`config.mk`:
```
export PLATFORM = sky130hd
export DESIGN_NAME = adc_seq_ctrl
export DESIGN_NICKNAME = d
export VERILOG_FILES = /design/src/rtl/adc_seq_pkg.sv /design/src/rtl/adc_clk_div.sv /design/src/rtl/adc_seq_fsm.sv /design/src/rtl/adc_result_bank.sv /design/src/rtl/adc_seq_ctrl.sv
export SDC_FILE = /design/constraint.sdc
export NUM_CORES = 1
export LEC_CHECK = 0
export BUFFER_PORTS_ARGS = -buffer_cell sky130_fd_sc_hd__buf_2
export CORE_UTILIZATION = 61
export CTS_BUF_LIST = sky130_fd_sc_hd__clkbuf_8
export CTS_CLUSTER_SIZE = 24
export DETAILED_ROUTE_END_ITERATION = 10
export PLACE_DENSITY = 0.84
export SYNTH_ARGS = -nofsm -noshare
export SYNTH_HDL_FRONTEND = slang
export SYNTH_HIERARCHICAL = 1
export SYNTH_SLANG_ARGS = --single-unit
```
`constraint.sdc`:
```
create_clock -name clk -period 3.4 [get_ports clk]
set_clock_uncertainty 0.05 [all_clocks]
set_input_delay 0.51 -clock clk [delete_from_list [all_inputs] [get_ports clk]]
set_output_delay 0.51 -clock clk [all_outputs]
set_load 0.03 [all_outputs]
```
`src/rtl/adc_seq_pkg.sv`:
```
package adc_seq_pkg;

    localparam int CH_W         = 3;
    localparam int BURST_LEN    = 4;
    localparam int DIV_LOG2_MAX = 5;
    localparam int DLY_LOG2_MAX = 6;

    typedef enum logic [1:0] {
        S_IDLE,
        S_SETTLE,
        S_REQ,
        S_WAIT
    } seq_state_t;

    typedef struct packed {
        logic            start;
        logic            rsv6;
        logic            scan;
        logic            cont;
        logic            rsv3;
        logic [CH_W-1:0] chan;
    } ctrl_reg_t;

    typedef struct packed {
        logic       enable;
        logic       rsv6;
        logic [2:0] dly;
        logic [2:0] div;
    } cfg_reg_t;

    function automatic logic [2:0] div_log2(input logic [2:0] code);
        return (code > 3'(DIV_LOG2_MAX)) ? 3'(DIV_LOG2_MAX) : code;
    endfunction

    function automatic logic [2:0] dly_log2(input logic [2:0] code);
        return (code > 3'(DLY_LOG2_MAX)) ? 3'(DLY_LOG2_MAX) : code;
    endfunction

endpackage

```
`src/rtl/adc_clk_div.sv`:
```
module adc_clk_div #(
    parameter int CNT_W = 5
) (
    input  logic       clk,
    input  logic       rst,
    input  logic       run,
    input  logic [2:0] log2,
    output logic       tick
);
    logic [CNT_W-1:0] cnt;
    logic [CNT_W-1:0] lim;

    assign lim  = CNT_W'((32'd1 << log2) - 32'd1);
    assign tick = run && (cnt == lim);

    always_ff @(posedge clk) begin
        if (rst || !run) begin
            cnt <= '0;
        end else if (tick) begin
            cnt <= '0;
        end else begin
            cnt <= cnt + 1'b1;
        end
    end
endmodule

```
`src/rtl/adc_seq_fsm.sv`:
```
module adc_seq_fsm
    import adc_seq_pkg::*;
#(
    parameter int CW     = CH_W,
    parameter int BURST  = BURST_LEN,
    parameter int DCNT_W = DLY_LOG2_MAX
) (
    input  logic          clk,
    input  logic          rst,
    input  logic          go,
    input  logic [CW-1:0] go_chan,
    input  logic          go_scan,
    input  logic          start,
    input  logic          cont,
    input  logic          scan,
    input  logic [CW-1:0] first_chan,
    input  logic          tick,
    input  logic [2:0]    settle_log2,
    input  logic          done,
    output logic          conv_req,
    output logic          busy,
    output logic          settling,
    output logic          store,
    output logic          seq_end,
    output logic [CW-1:0] cur_chan
);
    localparam int LEFT_W = $clog2(BURST + 1);

    seq_state_t        state;
    logic [LEFT_W-1:0] left;
    logic [DCNT_W-1:0] dcnt;
    logic [DCNT_W-1:0] dlim;

    assign dlim     = DCNT_W'((32'd1 << settle_log2) - 32'd1);
    assign conv_req = (state == S_REQ);
    assign busy     = (state != S_IDLE);
    assign settling = (state == S_SETTLE);
    assign store    = (state == S_WAIT) && done;
    assign seq_end  = store && (!start || (left <= LEFT_W'(1) && !cont));

    always_ff @(posedge clk) begin
        if (rst) begin
            state    <= S_IDLE;
            cur_chan <= '0;
            left     <= '0;
            dcnt     <= '0;
        end else begin
            case (state)
                S_IDLE: if (go) begin
                    cur_chan <= go_chan;
                    left     <= go_scan ? LEFT_W'(BURST) : LEFT_W'(1);
                    dcnt     <= '0;
                    state    <= S_SETTLE;
                end
                S_SETTLE: if (tick) begin
                    if (dcnt == dlim) state <= S_REQ;
                    else              dcnt  <= dcnt + 1'b1;
                end
                S_REQ: state <= S_WAIT;
                S_WAIT: if (done) begin
                    dcnt <= '0;
                    if (!start) begin
                        state <= S_IDLE;
                    end else if (left > LEFT_W'(1)) begin
                        cur_chan <= cur_chan + 1'b1;
                        left     <= left - 1'b1;
                        state    <= S_SETTLE;
                    end else if (cont) begin
                        cur_chan <= first_chan;
                        left     <= scan ? LEFT_W'(BURST) : LEFT_W'(1);
                        state    <= S_SETTLE;
                    end else begin
                        state <= S_IDLE;
                    end
                end
                default: state <= S_IDLE;
            endcase
        end
    end

    AST_REQ_ONE_CYCLE: assert property (@(posedge clk) disable iff (rst)
        conv_req |=> !conv_req);

    AST_CHAN_HELD_IN_WAIT: assert property (@(posedge clk) disable iff (rst)
        (state == S_WAIT && !done) |=> $stable(cur_chan));
endmodule

```
`src/rtl/adc_result_bank.sv`:
```
module adc_result_bank #(
    parameter int CW    = 3,
    parameter int RES_W = 10
) (
    input  logic             clk,
    input  logic             rst,
    input  logic             we,
    input  logic [CW-1:0]    widx,
    input  logic [RES_W-1:0] wdata,
    input  logic [CW-1:0]    ridx,
    output logic [RES_W-1:0] rdata
);
    localparam int NUM = 1 << CW;

    logic [RES_W-1:0] mem [NUM];

    always_ff @(posedge clk) begin
        for (int i = 0; i < NUM; i++) begin
            if (rst)                         mem[i] <= '0;
            else if (we && widx == CW'(i))   mem[i] <= wdata;
        end
    end

    assign rdata = mem[ridx];
endmodule

```
`src/rtl/adc_seq_ctrl.sv`:
```
module adc_seq_ctrl
    import adc_seq_pkg::*;
#(
    parameter int RES_W = 10
) (
    input  logic             clk,
    input  logic             rst,
    input  logic             wr_en,
    input  logic             wr_sel,
    input  logic [7:0]       wr_data,
    output logic [7:0]       ctrl_rd,
    output logic [7:0]       cfg_rd,
    input  logic [CH_W-1:0]  rd_chan,
    output logic [RES_W-1:0] rd_data,
    output logic [CH_W-1:0]  chan_sel,
    output logic             cclk_en,
    output logic             conv_req,
    input  logic             conv_done,
    input  logic [RES_W-1:0] conv_data,
    output logic             busy
);
    ctrl_reg_t ctrl_q;
    cfg_reg_t  cfg_q;
    ctrl_reg_t wd;
    logic      wr_ctrl, wr_cfg, go, settling, store, seq_end;

    assign wd      = ctrl_reg_t'(wr_data);
    assign wr_ctrl = wr_en && !wr_sel;
    assign wr_cfg  = wr_en && wr_sel;
    assign go      = wr_ctrl && !busy && wd.start && cfg_q.enable;
    assign ctrl_rd = ctrl_q;
    assign cfg_rd  = cfg_q;

    always_ff @(posedge clk) begin
        if (rst) begin
            ctrl_q <= '0;
            cfg_q  <= '0;
        end else begin
            if (wr_cfg) begin
                cfg_q.enable <= wr_data[7];
                if (!cfg_q.enable) begin
                    cfg_q.div <= wr_data[2:0];
                    cfg_q.dly <= wr_data[5:3];
                end
            end
            if (!busy) begin
                if (wr_ctrl) begin
                    ctrl_q.chan  <= wd.chan;
                    ctrl_q.cont  <= wd.cont;
                    ctrl_q.scan  <= wd.scan;
                    ctrl_q.start <= go;
                end
            end else if (seq_end || (wr_ctrl && !wd.start)) begin
                ctrl_q.start <= 1'b0;
            end
        end
    end

    adc_clk_div #(.CNT_W(DIV_LOG2_MAX)) u_div (
        .clk  (clk),
        .rst  (rst),
        .run  (settling),
        .log2 (div_log2(cfg_q.div)),
        .tick (cclk_en)
    );

    adc_seq_fsm #(.CW(CH_W), .BURST(BURST_LEN), .DCNT_W(DLY_LOG2_MAX)) u_fsm (
        .clk         (clk),
        .rst         (rst),
        .go          (go),
        .go_chan     (wd.chan),
        .go_scan     (wd.scan),
        .start       (ctrl_q.start),
        .cont        (ctrl_q.cont),
        .scan        (ctrl_q.scan),
        .first_chan  (ctrl_q.chan),
        .tick        (cclk_en),
        .settle_log2 (dly_log2(cfg_q.dly)),
        .done        (conv_done),
        .conv_req    (conv_req),
        .busy        (busy),
        .settling    (settling),
        .store       (store),
        .seq_end     (seq_end),
        .cur_chan    (chan_sel)
    );

    adc_result_bank #(.CW(CH_W), .RES_W(RES_W)) u_bank (
        .clk   (clk),
        .rst   (rst),
        .we    (store),
        .widx  (chan_sel),
        .wdata (conv_data),
        .ridx  (rd_chan),
        .rdata (rd_data)
    );

    AST_CFG_FROZEN: assert property (@(posedge clk) disable iff (rst)
        (cfg_q.enable && wr_cfg) |=> ($stable(cfg_q.div) && $stable(cfg_q.dly)));

    AST_CONT_KEEPS_START: assert property (@(posedge clk) disable iff (rst)
        (ctrl_q.start && ctrl_q.cont && !wr_ctrl) |=> ctrl_q.start);

    AST_IDLE_CLEARS_START: assert property (@(posedge clk) disable iff (rst)
        $fell(busy) |-> !ctrl_q.start);

    AST_FIELDS_HELD_BUSY: assert property (@(posedge clk) disable iff (rst)
        (busy && wr_ctrl) |=> ($stable(ctrl_q.chan) && $stable(ctrl_q.scan) && $stable(ctrl_q.cont)));
endmodule

```
After elaboration in Yosys (flattened, before gate mapping)
Memories as Yosys holds them, arrays and structs flattened.
Index checks and enable logic that the tools add are counted.
{"block": "classes", "reduce_logical": 40, "n_mux": 66, "div": 0, "n_eq_ne": 20, "n_lt_le_gt_ge": 4, "n_addsub": 6, "n_mul": 0, "shifts": 2, "bitwise": 10}
{"op": "$mux W10", "count": 8}
{"op": "$mux W3", "count": 14}
{"op": "$mux W1", "count": 30}
{"op": "$mux W6", "count": 4}
{"op": "$logic_and A1 B1 Y1", "count": 18}
{"op": "$pmux W6 S3", "count": 1}
{"op": "$eq A3 B3 Y1 const B", "count": 4}
{"op": "$mux W2", "count": 6}
{"op": "$pmux W3 S2", "count": 2}
{"op": "$ne A2 B2 Y1 const B", "count": 5}
{"op": "$reduce_and A5 Y1", "count": 2}
{"op": "$or A1 B1 Y1", "count": 8}
{"op": "$pmux W2 S4", "count": 1}
{"op": "$add A6 B1 Y6 const B", "count": 1}
{"op": "$eq A3 B2 Y1 const B", "count": 2}
{"op": "$eq A6 B6 Y1", "count": 1}
{"op": "$gt A3 B3 Y1 const B", "count": 2}
{"op": "$logic_not A1 Y1", "count": 6}
{"op": "$reduce_and A2 Y1", "count": 3}
{"op": "$reduce_bool A2 Y1", "count": 3}
{"op": "$shl A1 B3 Y6 const A", "count": 1}
{"op": "$sub A6 B1 Y6 const B", "count": 1}
{"op": "$add A5 B1 Y5 const B", "count": 1}
{"op": "$eq A5 B5 Y1", "count": 1}
{"op": "18 further kinds", "count": 23}
{"block": "word_totals", "wordCells": 161, "ramBits": 80, "in_bits": 26, "out_inout_bits": 32, "regBits": 32, "latch_bits": 0, "memories": 1, "rom_bits": 0}
{"name": "u_bank.mem", "depth": 8, "word_bits": 10, "read_ports": 1, "rd_ports_with_merged_regs": 0, "write_ports": 8, "line_no": "adc_result_bank.sv:15", "source": "logic [RES_W-1:0] mem [NUM];"}

Longest topological paths before layout
{"block": "depth", "ltp_word": 8, "mapped_depth": 12, "mapped_depth_nobuf": 11}

Cells and area by module
The synthesis kept the hierarchy.
{"module": "adc_result_bank", "instances": 1, "seq_area_each_um2": 2402.3, "cells_per_inst": 238, "area_each_um2": 3684.8}
{"module": "adc_seq_fsm", "instances": 1, "seq_area_each_um2": 280.3, "cells_per_inst": 132, "area_each_um2": 1079.8}
{"module": "adc_seq_ctrl", "instances": 1, "seq_area_each_um2": 260.2, "cells_per_inst": 59, "area_each_um2": 560.5}
{"module": "adc_clk_div", "instances": 1, "seq_area_each_um2": 100.1, "cells_per_inst": 36, "area_each_um2": 317.8}

Least setup slack after synthesis
Ideal clock, no wire load.
{"block": "synth_path", "path_type": "register to register", "from": "register cfg_q (netlist bit cfg_rd[1])", "to": "register u_fsm.dcnt[4]", "required_time_ns": 3.280, "synth_period_minus_slack_ns": 3.001, "arrival_ns": 2.881, "setup_slack_ns": 0.399, "setup_ns": 0.070, "path_buffers": 1, "path_stages_with_launch": 12, "path_cell_list": "dfxtp_1 > nor2b_1 > xor2_1 > o21a_1 > o31ai_2 > and2_1 > o211ai_1 > nor2_1 > o21ai_2 > buf_6 > or3_1 > a21oi_1"}
{"block": "synth_between", "elab_chain_cells": 8}
{"item": "from (decl)", "line_no": "adc_seq_ctrl.sv:23", "source": "cfg_reg_t cfg_q;"}
{"item": "$gt A3 B3 Y1", "line_no": "adc_seq_pkg.sv:32", "source": "return (code > 3'(DIV_LOG2_MAX)) ? 3'(DIV_LOG2_MAX) : code;"}
{"item": "$mux W3 *", "line_no": "adc_seq_pkg.sv:32"}
{"item": "$shl A1 B3 Y5 *", "line_no": "adc_clk_div.sv:13", "source": "assign lim = CNT_W'((32'd1 << log2) - 32'd1);"}
{"item": "$sub A5 B1 Y5 *", "line_no": "adc_clk_div.sv:13"}
{"item": "$eq A5 B5 Y1 *", "line_no": "adc_clk_div.sv:14", "source": "assign tick = run && (cnt == lim);"}
{"item": "$logic_and A1 B1 Y1 *", "line_no": "adc_clk_div.sv:14"}
{"item": "via cclk_en", "line_no": "adc_seq_ctrl.sv:16", "source": "output logic cclk_en,"}
{"item": "$ne A2 B2 Y1 (no line) *"}
{"item": "$reduce_and A5 Y1 (no line) *"}
{"item": "to (signal assigned)", "line_no": "adc_seq_fsm.sv:57", "source": "else dcnt <= dcnt + 1'b1;"}
{"item": "to (decl)", "line_no": "adc_seq_fsm.sv:31", "source": "logic [DCNT_W-1:0] dcnt;"}
Mark *: on every way through the listed nets, which the timed path passes. The rest lies on a longest branch.
A chain may end at the register's enable or synchronous reset.

Worst setup path in the final report
{"block": "layout_path", "from": "register cfg_q (netlist bit cfg_rd[4])", "to": "register u_fsm.dcnt[3]"}
{"block": "layout_between", "elab_chain_cells": 7}
{"item": "$gt A3 B3 Y1", "line_no": "adc_seq_pkg.sv:36", "source": "return (code > 3'(DLY_LOG2_MAX)) ? 3'(DLY_LOG2_MAX) : code;"}
{"item": "$mux W3 *", "line_no": "adc_seq_pkg.sv:36"}
{"item": "$shl A1 B3 Y6 *", "line_no": "adc_seq_fsm.sv:34", "source": "assign dlim = DCNT_W'((32'd1 << settle_log2) - 32'd1);"}
{"item": "$sub A6 B1 Y6 *", "line_no": "adc_seq_fsm.sv:34"}
{"item": "$eq A6 B6 Y1 *", "line_no": "adc_seq_fsm.sv:56", "source": "if (dcnt == dlim) state <= S_REQ;"}
{"item": "$ne A2 B2 Y1 (no line) *"}
{"item": "$reduce_and A5 Y1 (no line) *"}
Mark *: on every way between the ends. The rest lies on a longest branch, timed or not.

==> flow_summary_export.csv <==
group,metric,value,unit
yosys,synth_flop_cell,"edfxtp_1",
job,drv_cap,0,
yosys,synthCells,465,
timing,fin_tns_setup,0,ps
timing,fin_crit_sh,0.934,
timing,setup-violations-final,0,
floorplan,die_w,98.2,um
yosys,synth_area_leaders,"edfxtp_1, dfxtp_1, mux4_1",
min_path,min_from,"wr_data[3]",
final_layout,num_antenna_cells,0,
grt,antenna_found_initial,0,
place,dpl.hpwl,7510,um
timing,holdWs,326,ps
final_layout,drive_above_1_share,0.198,
yosys,synth_seq_cells,112,
cts,clk_path_buf_depth,2,
pwr,peakVddDrop,0.000334,V
yosys,async_flop_share,0,
cts,worstSkewPairLatency,360,ps
timing,slew_violations,0,
cts,h-tree-depth,3,
floorplan,row_count,34,
route,avgRoutedWirePerCell,18.5,um
route,dr.pass1.iters,8,
timing,hold_viol,0,
place,portBuffers,53,
yosys,synth.avg_cell_area,12.1,sq um
yosys,synth_warnings,6,
route,drt-initial-drc-count,199,
yosys,netlist_area,5640,sq um
yosys,yosysTopAreaCell,"edfxtp_1",
cts,cts-root-buf,"clkbuf_8",
cts,cts_resized,0,
cts,numClockSinks,112,
grt,overflow,0,
pwr,cellLeakagePower,0.00236,uW
pwr,powerDensity,502,nW/um^2
timing,maxSlewHeadroom,0.353,
worst_setup_path,r2r_start,"cfg_rd[4]",
cts,ctsHoldBuffers,0,
route,num_vias,3882,
grt,grt_pass1_wl,18400,um
final_layout,stdcell_area,6150,sq um
route,ant_nets,0,
floorplan,core-area,8850,sq um
floorplan,start_util,0.638,
worst_setup_path,crit_path_start_kind,"register",
floorplan,boundaryPins,58,
final_layout,nNetsFinal,546,
floorplan,fp.dieArea,9640,sq um
worst_setup_path,end_kind,"register",
worst_setup_path,path_cells,"a21boi_0 -> or3_2 -> ha_1 -> nor3b_1 -> o31a_1 -> o22ai_2 -> o21ai_2 -> or4_1 -> nand2_1",
worst_setup_path,cp.required,3670,ps
cts,cts_setup_buffers,0,
grt,grtUsageTotal,0.250,
worst_setup_path,critical_path.max_fanout,12,
timing,period_minus_slack,3170,ps
yosys,ys_seq_area_frac,0.539,
final_layout,area_growth,9.00,%
place,gp_congestion,0.750,
cts,tritoncts,"done",
route,drc,2,
worst_setup_path,slowest_stage,"dfxtp_1",
floorplan,die_h,98.2,um
yosys,synth_edf_count,80,
cts,numCtsBuffers,9,
timing,rsz0062_at_grt,"no",
min_path,hold_path.class,"in -> reg",
timing,max_freq,315,MHz
grt,grt_pass1_vias,3770,
route,viasPerCell,6.24,
place,placed_cell_area,5970,sq um
worst_setup_path,crit_arrival,3440,ps
yosys,synthDistinctLibCells,54,
worst_setup_path,reg2reg_slack,230,ps
timing,worst_slew_pin_slew,971,ps
status,violations,"DRC",
yosys,yosysTopAreaCellShare,0.426,
worst_setup_path,slowest_delay,540,ps
status,outcome,"complete, but fails checks",
grt,grt_max_degree,41,
worst_setup_path,crit_type,"reg -> reg",
worst_setup_path,crit_start,"cfg_rd[4]",
cts,clk_pin_slew,100,ps
route,finalWirelength,11500,um
-- per-stage QoR --
stage	setup slack, ps	total power (uW)	instances	utilization
floorplan	399	2200	467	-
global placement	418	2360	606	0.674
detailed placement	232	2390	606	0.674
CTS	204	3090	622	0.694
global route	20.5	3230	622	0.695
finish	226	3090	622	0.695
-- synthesized netlist by cell type, types with 10 or more instances --
library cell,number
clkbuf_1,24
clkinv_1,10
nor2_1,25
mux2_2,10
ha_1,11
nand2_1,18
nor3_1,82
mux4_1,20
mux2i_1,17
dfxtp_1,32
edfxtp_1,80
a21oi_1,15
-- logic make-up (layout without fill, tap and decap cells) --
group | after synthesis | after routing | synth area share
flip-flops | 112 | 112 | 0.539
multiplexers | 47 | 47 | 0.143
other | 1 | 3 | 0.000665
AO/OA/AOI/OAI | 59 | 59 | 0.0727
AND/OR/NAND/NOR | 171 | 171 | 0.158
buffers and inverters | 51 | 98 | 0.0412
adder cells (fa/ha/maj) | 11 | 11 | 0.0244
XOR/XNOR | 13 | 13 | 0.0202
-- worst paths after layout --
kind | to | cells after the start
worst min register to register | cfg_rd[7] | 2
worst min-delay path | cfg_rd[3] | 3
worst max register to register | u_fsm/dcnt[3] | 9
worst max-delay path | u_fsm/dcnt[3] | 9
-- registers in the layout, indices dropped and copies added (netlist names) --
register        flops
u_div/cnt           5
u_fsm/state         2
ctrl_rd             6
u_fsm/cur_chan      3
cfg_rd              7
u_fsm/dcnt          6
u_fsm/left          3
u_bank/mem         80
-- layout by cell type (no fill, tap or decap), types with 3 or more instances in the layout --
cell	Yosys	final
clkbuf_8	0	9
a211oi_1	4	4
edfxtp_1	80	80
nand2b_1	9	9
xnor2_1	7	7
o211ai_1	6	6
and2_1	4	4
conb_1	1	3
a21oi_1	15	15
inv_6	0	3
buf_2	0	53
dfxtp_1	32	32
xor2_1	6	6
mux2_2	10	10
inv_1	8	8
nand2_1	18	18
nand3_1	8	8
clkinv_1	10	10
or3_1	3	3
o21bai_1	9	9
mux4_1	20	20
nor3_1	82	82
o21ai_0	9	9
nand3b_1	3	3
nor2_1	25	25
mux2i_1	17	17
buf_4	3	11
ha_1	11	11
-- power breakdown --
part	switching (uW)	internal (uW)	leakage, uW
Combinational	512	260	0.00118
Clock	443	273	0.0000904
Sequential	66.4	1530	0.00109
Total	1020	2060	0.00236
-- metal layers --
layer	track usage	vias to the layer above	wire, um
met1	0.312	1881	4830
met2	0.441	137	5830
li1	-	1839	-
met3	0.0301	25	582
met4	0.103	0	295
met5	0	-	0
-- critical path: cells and delay by family, from the launching register on --
kind | cells | cell delay, ps
flip-flops | 1 | 540
AND/OR/NAND/NOR | 4 | 1240
AO/OA/AOI/OAI | 4 | 1020
adder cells (fa/ha/maj) | 1 | 270
-- area by class of cell --
cell class,instances,area (sq um)
inverters,18,67.6
well taps,108,135
repair buffers,64,348
flip-flops and latches,112,3040
clock inverters,7,52.6
fillers,648,2700
clock buffers,9,124
multi-input cells,304,2380
Power figures use the tool's default switching activity.
